File: src/rtl/xfer_pkg.sv
package xfer_pkg;
  localparam int DIR_AB = 0;
  localparam int DIR_BA = 1;
  localparam int NUM_DIRS = 2;

  typedef struct packed {
    logic [NUM_DIRS-1:0] load;
    logic [NUM_DIRS-1:0] drive;
  } xferStrobe_t;
endpackage

File: src/rtl/xfer_sync.sv
module xfer_sync #(
  parameter int STAGES = 2,
  parameter bit RESET_VAL = 1'b0
) (
  input  logic clk,
  input  logic rst,
  input  logic din,
  output logic level,
  output logic rise
);
  localparam int CHAIN = STAGES + 1;
  logic [CHAIN-1:0] chain;

  always_ff @(posedge clk) begin
    if (rst) chain <= {CHAIN{RESET_VAL}};
    else     chain <= {chain[CHAIN-2:0], din};
  end

  assign level = chain[STAGES-1];
  assign rise  = chain[STAGES-1] & ~chain[STAGES];
endmodule

File: src/rtl/xfer_ctrl.sv
module xfer_ctrl
  import xfer_pkg::*;
#(
  parameter int SYNC_STAGES = 2
) (
  input  logic                clk,
  input  logic                rst,
  input  logic [NUM_DIRS-1:0] capClk,
  input  logic [NUM_DIRS-1:0] capEn_n,
  input  logic [NUM_DIRS-1:0] oe_n,
  output xferStrobe_t         strobe,
  output logic [NUM_DIRS-1:0] flag
);
  logic [NUM_DIRS-1:0] capRise;
  logic [NUM_DIRS-1:0] capLevel;
  logic [NUM_DIRS-1:0] oeRise;
  logic [NUM_DIRS-1:0] oeLevel;

  for (genvar d = 0; d < NUM_DIRS; d++) begin : g_dir
    xfer_sync #(.STAGES(SYNC_STAGES), .RESET_VAL(1'b0)) u_capSync (
      .clk(clk), .rst(rst), .din(capClk[d]),
      .level(capLevel[d]), .rise(capRise[d])
    );
    xfer_sync #(.STAGES(SYNC_STAGES), .RESET_VAL(1'b1)) u_oeSync (
      .clk(clk), .rst(rst), .din(oe_n[d]),
      .level(oeLevel[d]), .rise(oeRise[d])
    );

    assign strobe.load[d]  = capRise[d] & ~capEn_n[d];
    assign strobe.drive[d] = ~oeLevel[d];

    // A load outranks a clearing edge arriving in the same cycle.
    always_ff @(posedge clk) begin
      if (rst)                 flag[d] <= 1'b0;
      else if (strobe.load[d]) flag[d] <= 1'b1;
      else if (oeRise[d])      flag[d] <= 1'b0;
    end
  end

  logic unusedLevels;
  assign unusedLevels = ^capLevel;
endmodule

File: src/rtl/xfer_datapath.sv
module xfer_datapath
  import xfer_pkg::*;
#(
  parameter int WIDTH = 8
) (
  input  logic             clk,
  input  logic             rst,
  input  xferStrobe_t      strobe,
  input  logic [WIDTH-1:0] aIn,
  input  logic [WIDTH-1:0] bIn,
  input  logic             bParIn,
  output logic [WIDTH-1:0] bOut,
  output logic             bDrive,
  output logic             parOut,
  output logic             parDrive,
  output logic [WIDTH-1:0] aOut,
  output logic             aDrive,
  output logic             errOut
);
  logic [WIDTH-1:0] fwdReg;
  logic [WIDTH-1:0] retReg;
  logic             retPar;

  always_ff @(posedge clk) begin
    if (rst) begin
      fwdReg <= '0;
      retReg <= '0;
      retPar <= 1'b0;
    end else begin
      if (strobe.load[DIR_AB]) fwdReg <= aIn;
      if (strobe.load[DIR_BA]) begin
        retReg <= bIn;
        retPar <= bParIn;
      end
    end
  end

  assign bDrive   = strobe.drive[DIR_AB];
  assign bOut     = bDrive ? fwdReg : '0;
  assign parDrive = strobe.drive[DIR_AB];
  assign parOut   = parDrive & ~(^fwdReg);

  assign aDrive   = strobe.drive[DIR_BA];
  assign aOut     = aDrive ? retReg : '0;
  assign errOut   = aDrive & ((^retReg) ^ retPar);
endmodule

File: src/rtl/dual_reg_xfer.sv
module dual_reg_xfer
  import xfer_pkg::*;
#(
  parameter int WIDTH = 8,
  parameter int SYNC_STAGES = 2
) (
  input  logic             clk,
  input  logic             rst,
  input  logic [WIDTH-1:0] aIn,
  input  logic             capClkAB,
  input  logic             capEnAB_n,
  input  logic             oeB_n,
  input  logic [WIDTH-1:0] bIn,
  input  logic             bParIn,
  input  logic             capClkBA,
  input  logic             capEnBA_n,
  input  logic             oeA_n,
  output logic [WIDTH-1:0] bOut,
  output logic             bDrive,
  output logic             parOut,
  output logic             parDrive,
  output logic [WIDTH-1:0] aOut,
  output logic             aDrive,
  output logic             errOut,
  output logic             flagAB,
  output logic             flagBA
);
  xferStrobe_t         strobe;
  logic [NUM_DIRS-1:0] flag;

  xfer_ctrl #(.SYNC_STAGES(SYNC_STAGES)) u_ctrl (
    .clk(clk), .rst(rst),
    .capClk({capClkBA, capClkAB}),
    .capEn_n({capEnBA_n, capEnAB_n}),
    .oe_n({oeA_n, oeB_n}),
    .strobe(strobe), .flag(flag)
  );

  xfer_datapath #(.WIDTH(WIDTH)) u_dp (
    .clk(clk), .rst(rst), .strobe(strobe),
    .aIn(aIn), .bIn(bIn), .bParIn(bParIn),
    .bOut(bOut), .bDrive(bDrive), .parOut(parOut), .parDrive(parDrive),
    .aOut(aOut), .aDrive(aDrive), .errOut(errOut)
  );

  assign flagAB = flag[DIR_AB];
  assign flagBA = flag[DIR_BA];
endmodule

File: config.mk
export PLATFORM = sky130hd
export DESIGN_NAME = dual_reg_xfer
export DESIGN_NICKNAME = d
export VERILOG_FILES = /design/src/rtl/xfer_pkg.sv /design/src/rtl/xfer_sync.sv /design/src/rtl/xfer_ctrl.sv /design/src/rtl/xfer_datapath.sv /design/src/rtl/dual_reg_xfer.sv
export SDC_FILE = /design/constraint.sdc
export NUM_CORES = 1
export LEC_CHECK = 0
export ABC_AREA = 0
export BUFFER_PORTS_ARGS = -buffer_cell sky130_fd_sc_hd__buf_2
export CAP_MARGIN = 20
export CELL_PAD_IN_SITES_DETAIL_PLACEMENT = 0
export CELL_PAD_IN_SITES_GLOBAL_PLACEMENT = 1
export CORE_MARGIN = 5
export CORE_UTILIZATION = 35
export CTS_CLUSTER_SIZE = 25
export DETAILED_ROUTE_END_ITERATION = 10
export GPL_TIMING_DRIVEN = 0
export PLACE_DENSITY_LB_ADDON = 0.1
export SLEW_MARGIN = 40
export SYNTH_ARGS = -nofsm -noshare
export SYNTH_HDL_FRONTEND = slang
export SYNTH_SLANG_ARGS = --single-unit
File: constraint.sdc
create_clock -name clk -period 1.35 [get_ports clk]
set_input_delay 0.2025 -clock clk [delete_from_list [all_inputs] [get_ports clk]]
set_output_delay 0.2025 -clock clk [all_outputs]
set_load 0.02 [all_outputs]
# After elaboration in Yosys (flattened, before gate mapping)
# Cells that the tools add are included.
# totals
ff_bits	31
latchBits	0
ramBits	0
mem_bits_ro	0
inputBits	25
word_cells	37
memories	0
# classes
add_sub_neg	0
mul	0
n_div	0
magnitude_cmp	0
eq_ne	0
shift	0
mux	6
n_bitwise	18
reduce_logical	4
# op_table
op	count
$mux 8	2
$reduce_xor 8->1	2
$not 1->1	9
$and 1x1->1	8
$mux 1	4
$reduce_bool 2->1	2
$xor 1x1->1	1

# Longest topological paths before layout
# depth
word_depth	4
depth_mapped	4
mapped_depth_nobuf	4

# Cells and area by module
# A second synthesis with hierarchy kept.
# unflattened
cells_unflattened	128
area_unflattened_um2	1317.5
# by_module_without_submodules
mod	n_inst	cells_each	area_each_um2	seq_area_each_um2
xfer_datapath	1	90	864.6	340.3
xfer_sync (u_ctrl.g_dir[0].u_capSync ...)	2	7	87.6	60.1
xfer_sync (u_ctrl.g_dir[0].u_oeSync ...)	2	7	85.1	60.1
xfer_ctrl	1	10	107.6	40.0

# Worst setup path before layout
# No wires, ideal clock.
# synth_timing
path_type	reg-to-output
start	register u_dp.retReg[3]
end	output port errOut
arrival_ns	1.267
slack_ns	-0.120
stages_incl_launch_ff	5
path_buffers	0
path_cell_list	dfxtp_1 > xnor2_1 > xnor3_1 > xnor2_1 > nor2_1
# synth_between
elab_chain_len	3
# synth_rtl
item	line	source
start: declaration	xfer_datapath.sv:21	logic [WIDTH-1:0] retReg;
start signal: assignment	xfer_datapath.sv:32	retReg <= bIn;
$reduce_xor 8->1	xfer_datapath.sv:45	assign errOut = aDrive & ((^retReg) ^ retPar);
$xor 1x1->1	xfer_datapath.sv:45	
$and 1x1->1	xfer_datapath.sv:45	
end: declaration	dual_reg_xfer.sv:24	output logic errOut,
# Every way passes these cells.

# Worst setup path in the final report
# layout_timing
start	register u_dp.retReg[6]
end	output port errOut
# Same word-level chain as after synthesis.

==> impl_metrics.ini <==
[grt]
met2_usage_pct = 20.0
antenna_found_initial = 0
grt_overflow_total = 0
grt_usage_pct = 11.8
top_usage_layer = met2
grt_use_met3_pct = 5.32
grt_pass1_vias = 1005
grt_pass1_wl_um = 4600
grt_max_degree = 11
globalRouteMet1Util_pct = 12.8

[finish]
final_cell_mix = 34 x buf_2, 20 x nor2_1, 18 x dfxtp_1
nets = 211
drive_gt1_share_pct = 50.8
fin_area_um2 = 1880
fillers = 353
stdcell_count = 235
num_antenna_cells = 0
fin_util_pct = 52.6
register_area_um2 = 644
area_growth_pct = 47.9
mostFrequentLayoutCell = buf_2
multi_input_area_um2 = 697

[route]
dr.pass1.iters = 4
vias_per_cell = 4.32
ant_nets = 0
vias = 1015
wl_per_cell_um = 11.8
drtIter0Drc = 11
totalWireLength_um = 2770
drc = 0

[timing]
setup_viol = 2
min_period_ns = 1.81
skew_ns = 0.00780
slew_violations = 0
rsz0062_at_grt = true
finalHoldViolCount = 0
whs_ns = 0.0559
fmax_mhz = 552
finalCritPeriodShare_pct = 134
worstMarginPinSlew_ns = 0.479
slew_headroom_pct = 68.1
layout_setup_ws_ns = -0.463

[worst_setup_path]
crit_path_start = u_dp.retReg[6]
reg2reg_from = u_ctrl.g_dir[0].u_capSync.chain[1]
cp_max_fo = 2
required_ns = 1.15
rr_worst_depth = 4
crit_path_end_kind = output pin
crit_type = register to output pin
critPathLaunchType = register
cp_data_arrival_time_ns = 1.61

[cts]
cts_buffers = 5
clock_sinks = 31
cts_tree = yes
clkTransAtPathRegs_ns = 0.10
clk_latency_ns = 0.32
htree_levels = 2
cts_root_buf = clkbuf_4
cts.path.max_buffers = 2

[pwr]
p_leak_nw = 0.771
peakVddDrop_v = 0.000663
powerDensity_nw_per_um2 = 934

[min_path]
min_from = oeB_n
hold_depth = 2
min_path_type = primary input to register

[yosys]
ys_seq_area_share_pct = 48.8
ys_ff_latch = 31
syn-mean-instance-area_um2 = 10.0
yosysWarnings = 0
syn_area_um2 = 1270
yosys.cell_types.count = 17
syn_nets = 152
syn_inst = 127

[floorplan]
rows = 22
die_h_um = 70.3
dieArea_um2 = 4940
core_area_um2 = 3580
start_util_pct = 35.6
die_w_um = 70.3
io_pins = 48

[placed_design]
dp.cells = 222
dpl.hpwl_um = 1950
pre_cts_ws_ns = -0.200
io_buffers = 47
place_area_um2 = 1570
place_congestion = 0.687

[run_status]
violations = negative setup slack
status = finished, violations left

[flow_run]
max_cap_violations = 0
==> critical path: stages, from the launching register on <==
cell     delay, ns
dfxtp_2       0.35
xnor2_2       0.15
xnor3_1       0.43
xnor2_1       0.15
nor2_2        0.09
buf_6         0.12
==> power by group <==
group,switching [mW],internal [mW],leakage [nW]
logic,0.0859,0.109,0.475
registers,0.0183,0.938,0.258
clock network,0.302,0.304,0.0375
total,0.406,1.35,0.771
==> layout make-up <==
cell class,instances,share of cell area [%]
clock buffers,7,3.46
clock inverters,1,0.399
well taps,48,3.19
repair buffers,53,18.4
flip-flops and latches,31,34.2
multi-input cells,86,37.0
inverters,2,0.532
plain buffers,7,2.73
==> cell usage after synthesis <==
cell type  count  share of area, %
dfxtp_1       31                49
nor3b_1        2               1.2
a21oi_1        2              0.79
xnor3_1        1               1.8
nor2_1        21               6.2
nor2b_2        1              0.69
xnor2_1       11               7.6
xor2_1         1              0.69
xnor2_2        1               1.3
nor2b_1       21                10
buf_2          2              0.79
mux2i_1       17                13
buf_4          1              0.59
inv_2          2              0.59
or2_1          6               3.0
nand2b_1       2              0.98
clkbuf_1       5               1.5
==> sequential cells by signal, indices dropped and copies added, names as in the netlist <==
register,flops
u_ctrl.g_dir.u_oeSync.chain,6
u_dp.retReg,8
u_dp.fwdReg,8
u_ctrl.flag,2
u_dp.retPar,1
u_ctrl.g_dir.u_capSync.chain,6
==> metrics by stage <==
step	total power [mW]	setup TNS, ns
floorplan	1.08	-0.0423
global placement	1.14	-0.156
detailed placement	1.14	-0.200
CTS	1.77	-0.728
global route	1.87	-0.856
finish	1.76	-0.650
==> path summary, 6_finish.rpt <==
kind,slack (ns),to
hold / removal,0.06,u_ctrl.g_dir[0].u_oeSync.chain[0]
hold reg to reg,0.41,u_ctrl.g_dir[0].u_oeSync.chain[1]
setup reg to reg,0.10,u_dp.fwdReg[0]
setup / recovery,-0.46,errOut
==> layer usage <==
metal,part of all wire (%),vias to the layer above
met3,5.8,2
li1,-,516
met1,40,473
met2,53,24
met4,0.83,0
met5,0,-
==> repair_timing <==
action	in CTS	in global routing
pin swaps	7	5
gates cloned	0	1
buffers inserted	5	0
hold buffers	0	0
gates resized for setup	20	37
setup endpoints to repair	19	16
==> logic make-up (layout without fill, tap and decap cells) <==
kind of cell / after synthesis / after routing / synth area share, %
AO/OA/AOI/OAI: 2 / 2 / 0.787
AND/OR/NAND/NOR: 53 / 53 / 22.3
XOR/XNOR: 14 / 14 / 11.3
multiplexers: 17 / 17 / 13.4
flip-flops: 31 / 31 / 48.8
buffers and inverters: 10 / 70 / 3.44
(Power assumes the default switching activity.)
